$ cat config.mk
export PLATFORM = sky130hd
export DESIGN_NAME = vid_lane_unpack
export DESIGN_NICKNAME = d
export VERILOG_FILES = /design/src/rtl/vlu_pkg.sv /design/src/rtl/vlu_lane_fifo.sv /design/src/rtl/vlu_slot_seq.sv /design/src/rtl/vid_lane_unpack.sv
export SDC_FILE = /design/constraint.sdc
export NUM_CORES = 1
export LEC_CHECK = 0
export BUFFER_PORTS_ARGS = -buffer_cell sky130_fd_sc_hd__buf_4
export CAP_MARGIN = 15
export CORE_AREA = 2 2 176 144
export DETAILED_ROUTE_END_ITERATION = 8
export DIE_AREA = 0 0 178 146
export PLACE_DENSITY = 0.54
export SLEW_MARGIN = 20
export SYNTH_ARGS = -nofsm -noshare
export SYNTH_HDL_FRONTEND = slang
export SYNTH_SLANG_ARGS = --single-unit
$ cat constraint.sdc
create_clock -name clk -period 5 [get_ports clk]
set_input_delay 0.25 -clock clk [delete_from_list [all_inputs] [get_ports clk]]
set_output_delay 0.25 -clock clk [all_outputs]
set_load 0.1 [all_outputs]
$ cat src/rtl/vlu_pkg.sv
// Shared constants and types for the stuffed video lane unpacker.
// Assumes three lanes of 10-bit characters, lane 0 blue, 1 green, 2 red.
package vlu_pkg;
    localparam int CHAR_W    = 10;
    localparam int NUM_LANES = 3;
    localparam logic [CHAR_W-1:0] FILL_CODE = 10'b0001111010;
    localparam logic [CHAR_W-1:0] MARK_CODE = 10'b1101010100;

    typedef enum logic {ST_HUNT, ST_LOCK} seq_state_t;
endpackage

$ cat src/rtl/vlu_lane_fifo.sv
// Per-lane elastic queue with hunt gating.
// Drops characters until the first marker after a flush, then stores the
// marker and everything after it. Flags a write that meets a full queue
// not being read. Assumes DEPTH is a power of two, at least 2.
module vlu_lane_fifo
    import vlu_pkg::*;
#(
    parameter int W = CHAR_W,
    parameter int DEPTH = 4,
    parameter logic [W-1:0] MARK = MARK_CODE
) (
    input  logic         clk,
    input  logic         rst_n,
    input  logic         flush,
    input  logic [W-1:0] in_char,
    input  logic         in_vld,
    input  logic         rd_en,
    output logic [W-1:0] head,
    output logic         empty,
    output logic         overflow
);
    localparam int AW = $clog2(DEPTH);

    logic [AW:0]  wr_ptr, rd_ptr;
    logic [W-1:0] mem [DEPTH];
    logic         armed;
    logic         is_mark, want, full, push;

    // Classify the incoming character and decide whether it is stored.
    always_comb begin
        is_mark  = in_vld && (in_char == MARK);
        want     = in_vld && (armed || is_mark);
        full     = (wr_ptr[AW] != rd_ptr[AW]) && (wr_ptr[AW-1:0] == rd_ptr[AW-1:0]);
        empty    = (wr_ptr == rd_ptr);
        push     = want && (!full || rd_en);
        overflow = want && full && !rd_en;
        head     = mem[rd_ptr[AW-1:0]];
    end

    // Pointer update; flush empties the queue.
    always_ff @(posedge clk) begin
        if (!rst_n || flush) begin
            wr_ptr <= '0;
            rd_ptr <= '0;
        end else begin
            if (push)  wr_ptr <= wr_ptr + 1'b1;
            if (rd_en) rd_ptr <= rd_ptr + 1'b1;
        end
    end

    // Hunt gate: opens on the first marker, closes on flush.
    always_ff @(posedge clk) begin
        if (!rst_n || flush) armed <= 1'b0;
        else if (is_mark)    armed <= 1'b1;
    end

    // Storage write.
    always_ff @(posedge clk) begin
        if (push && !flush) mem[wr_ptr[AW-1:0]] <= in_char;
    end
endmodule

$ cat src/rtl/vlu_slot_seq.sv
// Read-side slot sequencer.
// Pops one character from every lane whenever all queues hold data,
// tracks the slot phase, forwards data slots, checks fill slots and
// marker agreement, and raises a sticky error that flushes the lanes.
module vlu_slot_seq
    import vlu_pkg::*;
#(
    parameter int W = CHAR_W,
    parameter int LANES = NUM_LANES,
    parameter logic [W-1:0] FILL = FILL_CODE,
    parameter logic [W-1:0] MARK = MARK_CODE
) (
    input  logic               clk,
    input  logic               rst_n,
    input  logic [1:0]         ratio_sel,
    input  logic [LANES*W-1:0] heads,
    input  logic [LANES-1:0]   lane_empty,
    input  logic               ovf_any,
    output logic               pop,
    output logic               flush,
    output logic               pix_vld,
    output logic [LANES*W-1:0] pix_word,
    output logic               locked,
    output logic               sync_error
);
    seq_state_t     state, nxt_state;
    logic [1:0]     phase, nxt_phase, last_phase;
    logic [LANES-1:0] mark_v, fill_v;
    logic           all_mark, any_mark, all_fill, err_evt, pix_evt;

    // Per-lane head classification.
    always_comb begin
        for (int l = 0; l < LANES; l++) begin
            mark_v[l] = (heads[l*W +: W] == MARK);
            fill_v[l] = (heads[l*W +: W] == FILL);
        end
        all_mark = &mark_v;
        any_mark = |mark_v;
        all_fill = &fill_v;
    end

    // Last phase index of a slot group for the selected ratio.
    always_comb begin
        case (ratio_sel)
            2'b00:   last_phase = 2'd0;
            2'b01:   last_phase = 2'd1;
            default: last_phase = 2'd3;
        endcase
    end

    // Slot decision: pop, forward, advance the phase or flag an error.
    always_comb begin
        pop       = ~|lane_empty;
        err_evt   = ovf_any;
        pix_evt   = 1'b0;
        nxt_state = state;
        nxt_phase = phase;
        if (pop) begin
            if (state == ST_HUNT) begin
                if (all_mark) begin
                    nxt_state = ST_LOCK;
                    nxt_phase = 2'd0;
                end else begin
                    err_evt = 1'b1;
                end
            end else if (all_mark) begin
                nxt_phase = 2'd0;
            end else if (any_mark) begin
                err_evt = 1'b1;
            end else if (phase == 2'd0) begin
                pix_evt   = 1'b1;
                nxt_phase = (last_phase == 2'd0) ? 2'd0 : 2'd1;
            end else if (all_fill) begin
                nxt_phase = (phase == last_phase) ? 2'd0 : phase + 2'd1;
            end else begin
                err_evt = 1'b1;
            end
        end
        if (err_evt) begin
            pix_evt   = 1'b0;
            nxt_state = ST_HUNT;
            nxt_phase = 2'd0;
        end
        flush = err_evt;
    end

    // State, phase and sticky error registers.
    always_ff @(posedge clk) begin
        if (!rst_n) begin
            state      <= ST_HUNT;
            phase      <= 2'd0;
            sync_error <= 1'b0;
        end else begin
            state      <= nxt_state;
            phase      <= nxt_phase;
            sync_error <= sync_error | err_evt;
        end
    end

    // Registered pixel output.
    always_ff @(posedge clk) begin
        if (!rst_n) begin
            pix_vld  <= 1'b0;
            pix_word <= '0;
        end else begin
            pix_vld <= pix_evt;
            if (pix_evt) pix_word <= heads;
        end
    end

    assign locked = (state == ST_LOCK);
endmodule

$ cat src/rtl/vid_lane_unpack.sv
// Top of the stuffed video lane unpacker.
// Three lane queues (blue, green, red) feed one slot sequencer; the
// pixel word is packed {red, green, blue} to match output channels 2..0.
// Assumes all lanes share clk and skew stays below DEPTH characters.
module vid_lane_unpack
    import vlu_pkg::*;
#(
    parameter int DEPTH = 4
) (
    input  logic                       clk,
    input  logic                       rst_n,
    input  logic [1:0]                 ratio_sel,
    input  logic [CHAR_W-1:0]          blue_char,
    input  logic                       blue_vld,
    input  logic [CHAR_W-1:0]          green_char,
    input  logic                       green_vld,
    input  logic [CHAR_W-1:0]          red_char,
    input  logic                       red_vld,
    output logic                       pix_vld,
    output logic [NUM_LANES*CHAR_W-1:0] pix_word,
    output logic                       locked,
    output logic                       sync_error
);
    logic [NUM_LANES*CHAR_W-1:0] lane_char, heads;
    logic [NUM_LANES-1:0]        lane_vld, lane_empty, lane_ovf;
    logic                        pop, flush;

    assign lane_char = {red_char, green_char, blue_char};
    assign lane_vld  = {red_vld, green_vld, blue_vld};

    for (genvar l = 0; l < NUM_LANES; l++) begin : g_lane
        vlu_lane_fifo #(.W(CHAR_W), .DEPTH(DEPTH), .MARK(MARK_CODE)) i_fifo (
            .clk      (clk),
            .rst_n    (rst_n),
            .flush    (flush),
            .in_char  (lane_char[l*CHAR_W +: CHAR_W]),
            .in_vld   (lane_vld[l]),
            .rd_en    (pop),
            .head     (heads[l*CHAR_W +: CHAR_W]),
            .empty    (lane_empty[l]),
            .overflow (lane_ovf[l])
        );
    end

    vlu_slot_seq #(.W(CHAR_W), .LANES(NUM_LANES), .FILL(FILL_CODE), .MARK(MARK_CODE)) i_seq (
        .clk        (clk),
        .rst_n      (rst_n),
        .ratio_sel  (ratio_sel),
        .heads      (heads),
        .lane_empty (lane_empty),
        .ovf_any    (|lane_ovf),
        .pop        (pop),
        .flush      (flush),
        .pix_vld    (pix_vld),
        .pix_word   (pix_word),
        .locked     (locked),
        .sync_error (sync_error)
    );
endmodule

==> key figures, run 1 <==
Floorplan
  • Die X: 178 um
  • Placeable core region: 24,100 sq um
  • FP Rows: 51
  • Io pins: 70
  • Chip height: around 150 um
  • Initial Utilization: 30.8%
  • DIE AREA: 26,000 sq um

Clock network
  • Hold_buf cts: 0
  • Post-cts resize count: 0
  • Clock Sinks: 182
  • Root Buffer Master: clkbuf_16
  • CTS tree: done
  • CTS H-tree lvls: 4
  • Clk pin slew, worst setup/hold paths: 70 ps
  • Setup Buffers After CTS: 0
  • Num CTS Buffers: 17
  • Clock Path Buffers: 2
  • Worst skew pair latency: 430 ps

STA
  • Fmax: between 200 and 300 MHz
  • RSZ-0062 raised after global routing: no
  • Final Cycle Share: between 70 and 80%
  • Measured slew at the worst slew-check pin: just over 1000 ps
  • Max Slew Vio Count: 0
  • Fin. Hold Viols: 0
  • Max-slew headroom: about a third
  • Setup violators final: 0
  • Worst Skew: roughly 11 ps
  • Post-route setup TNS: 0 ps
  • Final min period: about 3800 ps

Synthesis
  • Synth Flop Type: edfxtp_1
  • Yosys reg bits: 182
  • Post-synth top area cell: edfxtp_1
  • Synth warn: 0
  • Post-Syn Area per Cell: approximately 15 sq um
  • Sequential-to-total area share from yosys stat: ~65%
  • Synth Net Count: 560
  • Mapped Cells: 507
  • Library cells used by synthesis: 50
  • Synth top area cells: edfxtp_1, dfxtp_1, mux4_2, ha_1, nand3_1
  • Post-synth EDFFs: 120
  • Mapped Area: about 7400 sq um
  • Async set-reset flop share out of synthesis: 0%
  • Synth top area share: roughly half

Global routing
  • Overflow after GRT: 0
  • Vias in the first global route: about 4,500
  • Global Route Usage Sum: between 10% and 20%
  • Largest net degree at the start of global routing: 59
  • Initial antenna violation count: 0
  • First-pass GRT wire length: 26.2 mm

Pwr
  • Leak: about 3 nW
  • Power Dens Cells: 334 nW/um^2
  • VDD IR max: around 0.22 mV

Status
  • Outcome: complete, no violations

Route
  • Met3 Routed Length: approximately 870 um
  • Top layer reached by signal wires: met4
  • Final antenna-violating net count: 0
  • Met2 Routed Length: roughly 7.9 mm
  • Met1 WL: 7.62 mm
  • Drt first-iter violations: 407
  • Drt pass-1 iters: 5
  • Vias/cell: 4.94
  • DRC: 0
  • Routed WL per cell: 18.2 um
  • Total number of vias: around 4,500
  • WL final: approximately 17 mm

Critical path
  • Cell depth of the worst setup path: 9
  • Startpoint Class: flop
  • Family with the most delay on the worst path: buffers and inverters
  • Worst EP required: 5180 ps
  • Reg2Reg Setup Slack: between 1000 and 1500 ps
  • Crit. End Element: flop
  • Worst EP arrival: between 3000 and 4000 ps
  • CP endpoint: g_lane[1].i_fifo.mem[1][8]
  • WS Path Type: flop to flop
  • Slowest-stage cell, CP: dfxtp_1
  • CP dominant cell by count: buf_4
  • R2R Path End: g_lane[1].i_fifo.mem[1][8]
  • CP cell instances: mux4_2 -> nor4bb_1 -> nand3_1 -> nand4_1 -> buf_4 -> o221a_2 -> buf_4 -> nor3b_1 -> buf_4
  • Worst path bufs/invs: 3
  • CP peak stage delay: 770 ps
  • FF-to-FF path depth: 9
  • CP max FO: 36

Final layout
  • Register area: 4840 sq um
  • Multi-input logic area: 2380 sq um
  • Finished Cell Area: approximately 8900 sq um
  • Post-route insts no fill: 912
  • Fraction of layout cells with a size suffix above 1: a little over a quarter
  • Area delta synth->final: 20.2%
  • Filler cell count: roughly 2,300
  • Nets: 634
  • Number of diodes: 0

Placement
  • Routability cong.: 0.859
  • DP HPWL: 12.3 mm
  • Placed cell count: between 800 and 900
  • Port-buffer cells: around 70
  • Placed cell area: about 8300 sq um

Worst hold path
  • Min-delay worst type: primary input to flop

Run
  • Max Cap Viol: 0
-- power by group --
| group | switching, mW | internal (mW) | leakage (nW) |
|---|---|---|---|
| sequential | 0.0000648 | 1.60 | 1.58 |
| combinational | 0.0300 | 0.0212 | 1.17 |
| clock | 0.608 | 0.722 | 0.299 |
| total | 0.638 | 2.34 | 3.04 |
-- per-layer routing --
layer / vias to the layer above / global-route usage [%]
li1: 2119 / -
met1: 2232 / 18.4
met4: 0 / 4.63
met5: - / 0
met2: 137 / 21.0
met3: 17 / 2.72
-- per-stage QoR --
| step | hold slack, ps | util (%) | total power, mW | setup slack, ps |
|---|---|---|---|---|
| after floorplan | 349 | - | 1.64 | 1540 |
| after global placement | 463 | 34.5 | 1.68 | 1100 |
| after detailed placement | 465 | 34.5 | 1.68 | 1080 |
| after CTS | 5.20 | 37.1 | 3.01 | 1070 |
| after global routing | 7.70 | 37.1 | 3.08 | 927 |
| final | 26.3 | 37.1 | 2.98 | 1200 |
-- layout by cell type, fill, tap and decap left out, types with 10 or more instances in the layout --
| master | synthesis | routed |
|---|---|---|
| a21oi_1 | 31 | 31 |
| buf_4 | 0 | 85 |
| clkbuf_16 | 0 | 19 |
| dfxtp_1 | 62 | 62 |
| edfxtp_1 | 120 | 120 |
| ha_1 | 16 | 16 |
| inv_1 | 13 | 12 |
| mux4_2 | 30 | 30 |
| nand3_1 | 36 | 36 |
| nor3_1 | 29 | 29 |
| nor3b_1 | 10 | 10 |
| o21ai_0 | 31 | 31 |
| xor2_1 | 15 | 15 |
-- layout make-up --
class | instances | share of cell area [%]
Multi-Input combinational cell | 282 | 26.7
Tap cell | 318 | 4.46
Clock inverter | 12 | 1.42
Sequential cell | 182 | 54.3
Clock buffer | 20 | 5.37
Inverter | 13 | 0.547
Timing Repair Buffer | 85 | 7.16
-- worst min-delay path by stage --
stage | from | end | slack (ps) | cells past startpoint
floorplan | blue_char[0] | g_lane[0].i_fifo.mem[0][0] | 350 | 0
global placement | red_char[8] | g_lane[2].i_fifo.mem[2][8] | 460 | 1
detailed placement | red_char[8] | g_lane[2].i_fifo.mem[1][8] | 460 | 1
CTS | red_char[8] | g_lane[2].i_fifo.mem[1][8] | 5 | 1
global route | red_char[8] | g_lane[2].i_fifo.mem[1][8] | 8 | 1
finish | red_char[8] | g_lane[2].i_fifo.mem[3][8] | 30 | 1
-- synthesized netlist by cell type, types with 2 or more instances --
master / n
mux2i_1: 6
nor4_1: 4
and4bb_1: 3
ha_1: 16
xnor2_1: 7
nor2_1: 7
clkbuf_1: 19
dfxtp_1: 62
nor4bb_1: 3
o21ai_0: 31
or4b_1: 2
a21oi_1: 31
and3_1: 3
nand4_1: 4
a31oi_1: 3
o211ai_1: 5
buf_1: 4
buf_2: 4
edfxtp_1: 120
mux4_2: 30
nand3_1: 36
nor3b_1: 10
nor3_1: 29
and4b_1: 2
inv_1: 13
nand2_1: 6
a211oi_2: 2
buf_6: 3
and4_1: 2
xor2_1: 15
nor2b_1: 6
-- worst reg2reg max path, stage by stage (launching register included) --
cell and delay, ps:
dfxtp_1 770, mux4_2 620, nor4bb_1 400, nand3_1 170
nand4_1 120, buf_4 330, o221a_2 480, buf_4 360
nor3b_1 100, buf_4 210
-- logic make-up (layout without fill, tap and decap cells) --
group                    Yosys count  count (layout)  share of synthesized area [%]
AO/OA/AOI/OAI                     80              80                           6.26
XOR/XNOR                          22              22                           2.60
adder cells (fa/ha/maj)           16              16                           2.70
buffers and inverters             43             130                           2.55
flip-flops                       182             182                           65.3
multiplexers                      36              36                           9.92
AND/OR/NAND/NOR                  128             128                           10.6
-- state kept, by name (all words and copies together) (netlist names), named ones only --
| signal | cells |
|---|---|
| g_lane.i_fifo.wr_ptr | 9 |
| i_seq.locked | 1 |
| g_lane.i_fifo.armed | 3 |
| i_seq.sync_error | 1 |
| i_seq.pix_word | 30 |
| i_seq.phase | 2 |
| g_lane.i_fifo.mem | 120 |
| i_seq.pix_vld | 1 |
| g_lane.i_fifo.rd_ptr | 9 |
Note: power is estimated with default switching activity, not from simulation.
==> run 2: changes to the inputs <==
ABC_AREA = 1   (was unset)
CORE_AREA = 2 2 183 149   (was 2 2 176 144)
DIE_AREA = 0 0 185 151   (was 0 0 178 146)
clock period = 3.7 ns   (was 5 ns; I/O delays follow)
==> run 2 against run 1 <==
  * Worst hold slack improved by 73 ps
  * Sequential share of layout area decreased by 5.4 points
  * Via count increased by 31%
  * Clock power increased by 42%
  * Critical endpoint is now g_lane[1].i_fifo.mem[3][1]
  * Highest routed layer unchanged
==> key figures, run 2 <==
Final layout
  • Commonest non-fill, non-tap cell in the layout: nand2_1
  • Filler cell count: between 2,000 and 3,000
  • Nets: between 1,000 and 1,500
  • Fraction of layout cells with a size suffix above 1: between 10 and 15%
  • Register area: between 4000 and 5000 sq um
  • Final Core Density: roughly two fifths
  • Most frequent cells in the layout: nand2_1, edfxtp_1, buf_4
  • Max reg flops: 120
  • Multi-input logic area: 2770 sq um
  • Post-route insts no fill: between 1,000 and 1,500
  • Area delta synth->final: 23.3%

Route
  • Final antenna-violating net count: 0
  • Vias/cell: 4.37
  • DRC: 0
  • Total number of vias: a little under 6,000
  • WL final: roughly 20 mm
  • Routed WL per cell: about 15 um
  • Drt first-iter violations: roughly 510
  • Drt pass-1 iters: 5

Synthesis
  • Synth top area share: ~45%
  • Library cells used by synthesis: 28
  • Sequential-to-total area share from yosys stat: 60.3%
  • Post-Syn Area per Cell: about 9.2 sq um
  • Yosys reg bits: 182
  • Post-synth EDFFs: 120
  • Synth warn: 0
  • Top-count cell post-synth: nand2_1
  • Synth Area in Compound Gates: approximately 4.8%
  • Synth top area cells: edfxtp_1, dfxtp_1, nand2_1, nand3_1, nor2_1
  • Synth Area in XOR/XNOR: 1.96%
  • Mapped Cells: 870
  • Post-Synth Simple-Gate Area: 25.2%
  • Post-synth top area cell: edfxtp_1
  • Synth Area in Adders: ~2.5%
  • Commonest cells in the netlist: nand2_1, edfxtp_1, nand3_1, nor2_1, dfxtp_1
  • Async set-reset flop share out of synthesis: 0%
  • Largest family of logic cells by synthesized area: simple AND/OR/NAND/NOR gates
  • Mux cell area share after synthesis: 0%
  • Synth Net Count: around 900
  • Synth Flop Type: edfxtp_1
  • Mapped Area: 8030 sq um

Critical path
  • WS Path Type: flop to flop
  • Reg2Reg Setup Slack: approximately 550 ps
  • CP max FO: 21
  • Startpoint Class: flop
  • Worst EP arrival: approximately 3300 ps
  • Worst EP required: about 3900 ps
  • Crit. End Element: flop

STA
  • Setup violators final: 0
  • Final Cycle Share: between 80% and 90%
  • Worst Skew: around 22 ps
  • Post-route setup TNS: 0 ps
  • Fmax: 317 MHz
  • Fin. Hold Viols: 0
  • Max Slew Vio Count: 0
  • Max-slew headroom: between 40% and 50%
  • RSZ-0062 raised after global routing: no
  • Measured slew at the worst slew-check pin: about 800 ps
  • Final min period: 3150 ps

Global routing
  • Largest net degree at the start of global routing: 31
  • Vias in the first global route: approximately 5,600
  • First-pass GRT wire length: 31.2 mm
  • Initial antenna violation count: 1
  • Overflow after GRT: 0
  • Global Route Usage Sum: 14.9%

Worst hold path
  • Hold Crit Start: rst_n
  • Min-delay worst type: primary input to flop

Clock network
  • CTS tree: done
  • Setup Buffers After CTS: 0
  • Hold_buf cts: 30
  • Clk pin slew, worst setup/hold paths: ~80 ps
  • Clock Path Buffers: 2
  • Post-cts resize count: 0
  • CTS H-tree lvls: 4
  • Num CTS Buffers: 17
  • Worst skew pair latency: 450 ps
  • Clock Sinks: 182
  • Root Buffer Master: clkbuf_16

Floorplan
  • Placeable core region: approximately 26,000 sq um
  • FP Rows: 53
  • Chip height: 151 um
  • Initial Utilization: a little under a third
  • DIE AREA: approximately 28,000 sq um
  • Io pins: 70
  • Die X: 185 um

Run
  • Max Cap Viol: 0

Placement
  • Routability cong.: about 0.85
  • DP HPWL: 13.9 mm
  • Port-buffer cells: 69
  • Placed cell count: between 1,000 and 1,500

Pwr
  • VDD IR max: between 0.15 and 0.2 mV
  • Leak: a little under 4 nW
  • Power Dens Cells: 419 nW/um^2

Status
  • Outcome: complete, no violations
==> run 2: cell types whose count changed in the layout (fill, tap and decap cells not counted), moves of 10 or more <==
cell           before  now
xor2_1             15    5
dlygate4sd3_1       0   30
nor3_1             29    5
nand3_1            36   80
a21oi_2             0   12
mux4_2             30    0
o21ai_0            31   11
nand2_1             6  323
nor3b_1            10    0
a21oi_1            31   44
nor2_1              7   69
inv_1              12   58
==> run 2: cell type report <==
class,instances,share of cell area (%)
Timing Repair Buffer,119,9.78
Tap cell,357,4.51
Clock buffer,17,4.30
Antenna cell,1,0.0253
Inverter,62,2.35
Sequential cell,182,48.9
Multi-Input combinational cell,596,28.0
Clock inverter,15,2.11
==> run 2: kinds of logic after synthesis <==
family,after synthesis
xor gates and xnor gates,18
buffers and inverters,92
adders and majority gates,16
and+or+nand+nor,494
DFF,182
AOI/OAI and AO/OA,68
==> run 2: layer usage <==
metal / GRT usage, % / vias to the layer above / part of all wire (%)
li1: - / 3067 / -
met1: 21.2 / 2698 / 50
met2: 22.8 / 113 / 44
met3: 3.25 / 16 / 4.2
met4: 4.05 / 0 / 1.1
met5: 0 / - / 0
==> run 2: path summary, 6_finish.rpt <==
| path | end | cells after the start |
|---|---|---|
| max | g_lane[1].i_fifo.mem[3][1] | 15 |
| min | i_seq.pix_word[18] | 3 |
| min reg2reg | g_lane[0].i_fifo.armed | 2 |
| max reg2reg | g_lane[1].i_fifo.mem[3][1] | 15 |
==> run 2: critical path, cell delays in order, from the launching register on <==
cell and delay (ps):
dfxtp_1 770, inv_2 320, nand2_1 130, nand3_1 120, nand2_1 110, nand2_1 80, inv_1 110, nand3_1 90
nor2_2 160, nand3_1 120, nand2_1 90, nand2_2 80, nand2_4 130, nand3_1 180, nor2_1 150, buf_4 200
==> run 2: power by group <==
part           switching, mW  total, mW  internal (mW)
Combinational         0.0548      0.105         0.0501
Clock                  0.944       1.89          0.943
Sequential         0.0000906       2.16           2.16
Total                  0.998       4.15           3.15
==> run 2: per-stage QoR <==
step                      cell area (sq um)  worst slack (ps)  total power, mW  hold slack (ps)
final                                  9900               549             4.15             99.1
after floorplan                        8030              1150             2.23              284
after detailed placement               8960               518             2.29              407
after global placement                 8960               495             2.29              410
after global routing                   9900               197             4.28             89.5
after CTS                              9900               509             4.20             78.7
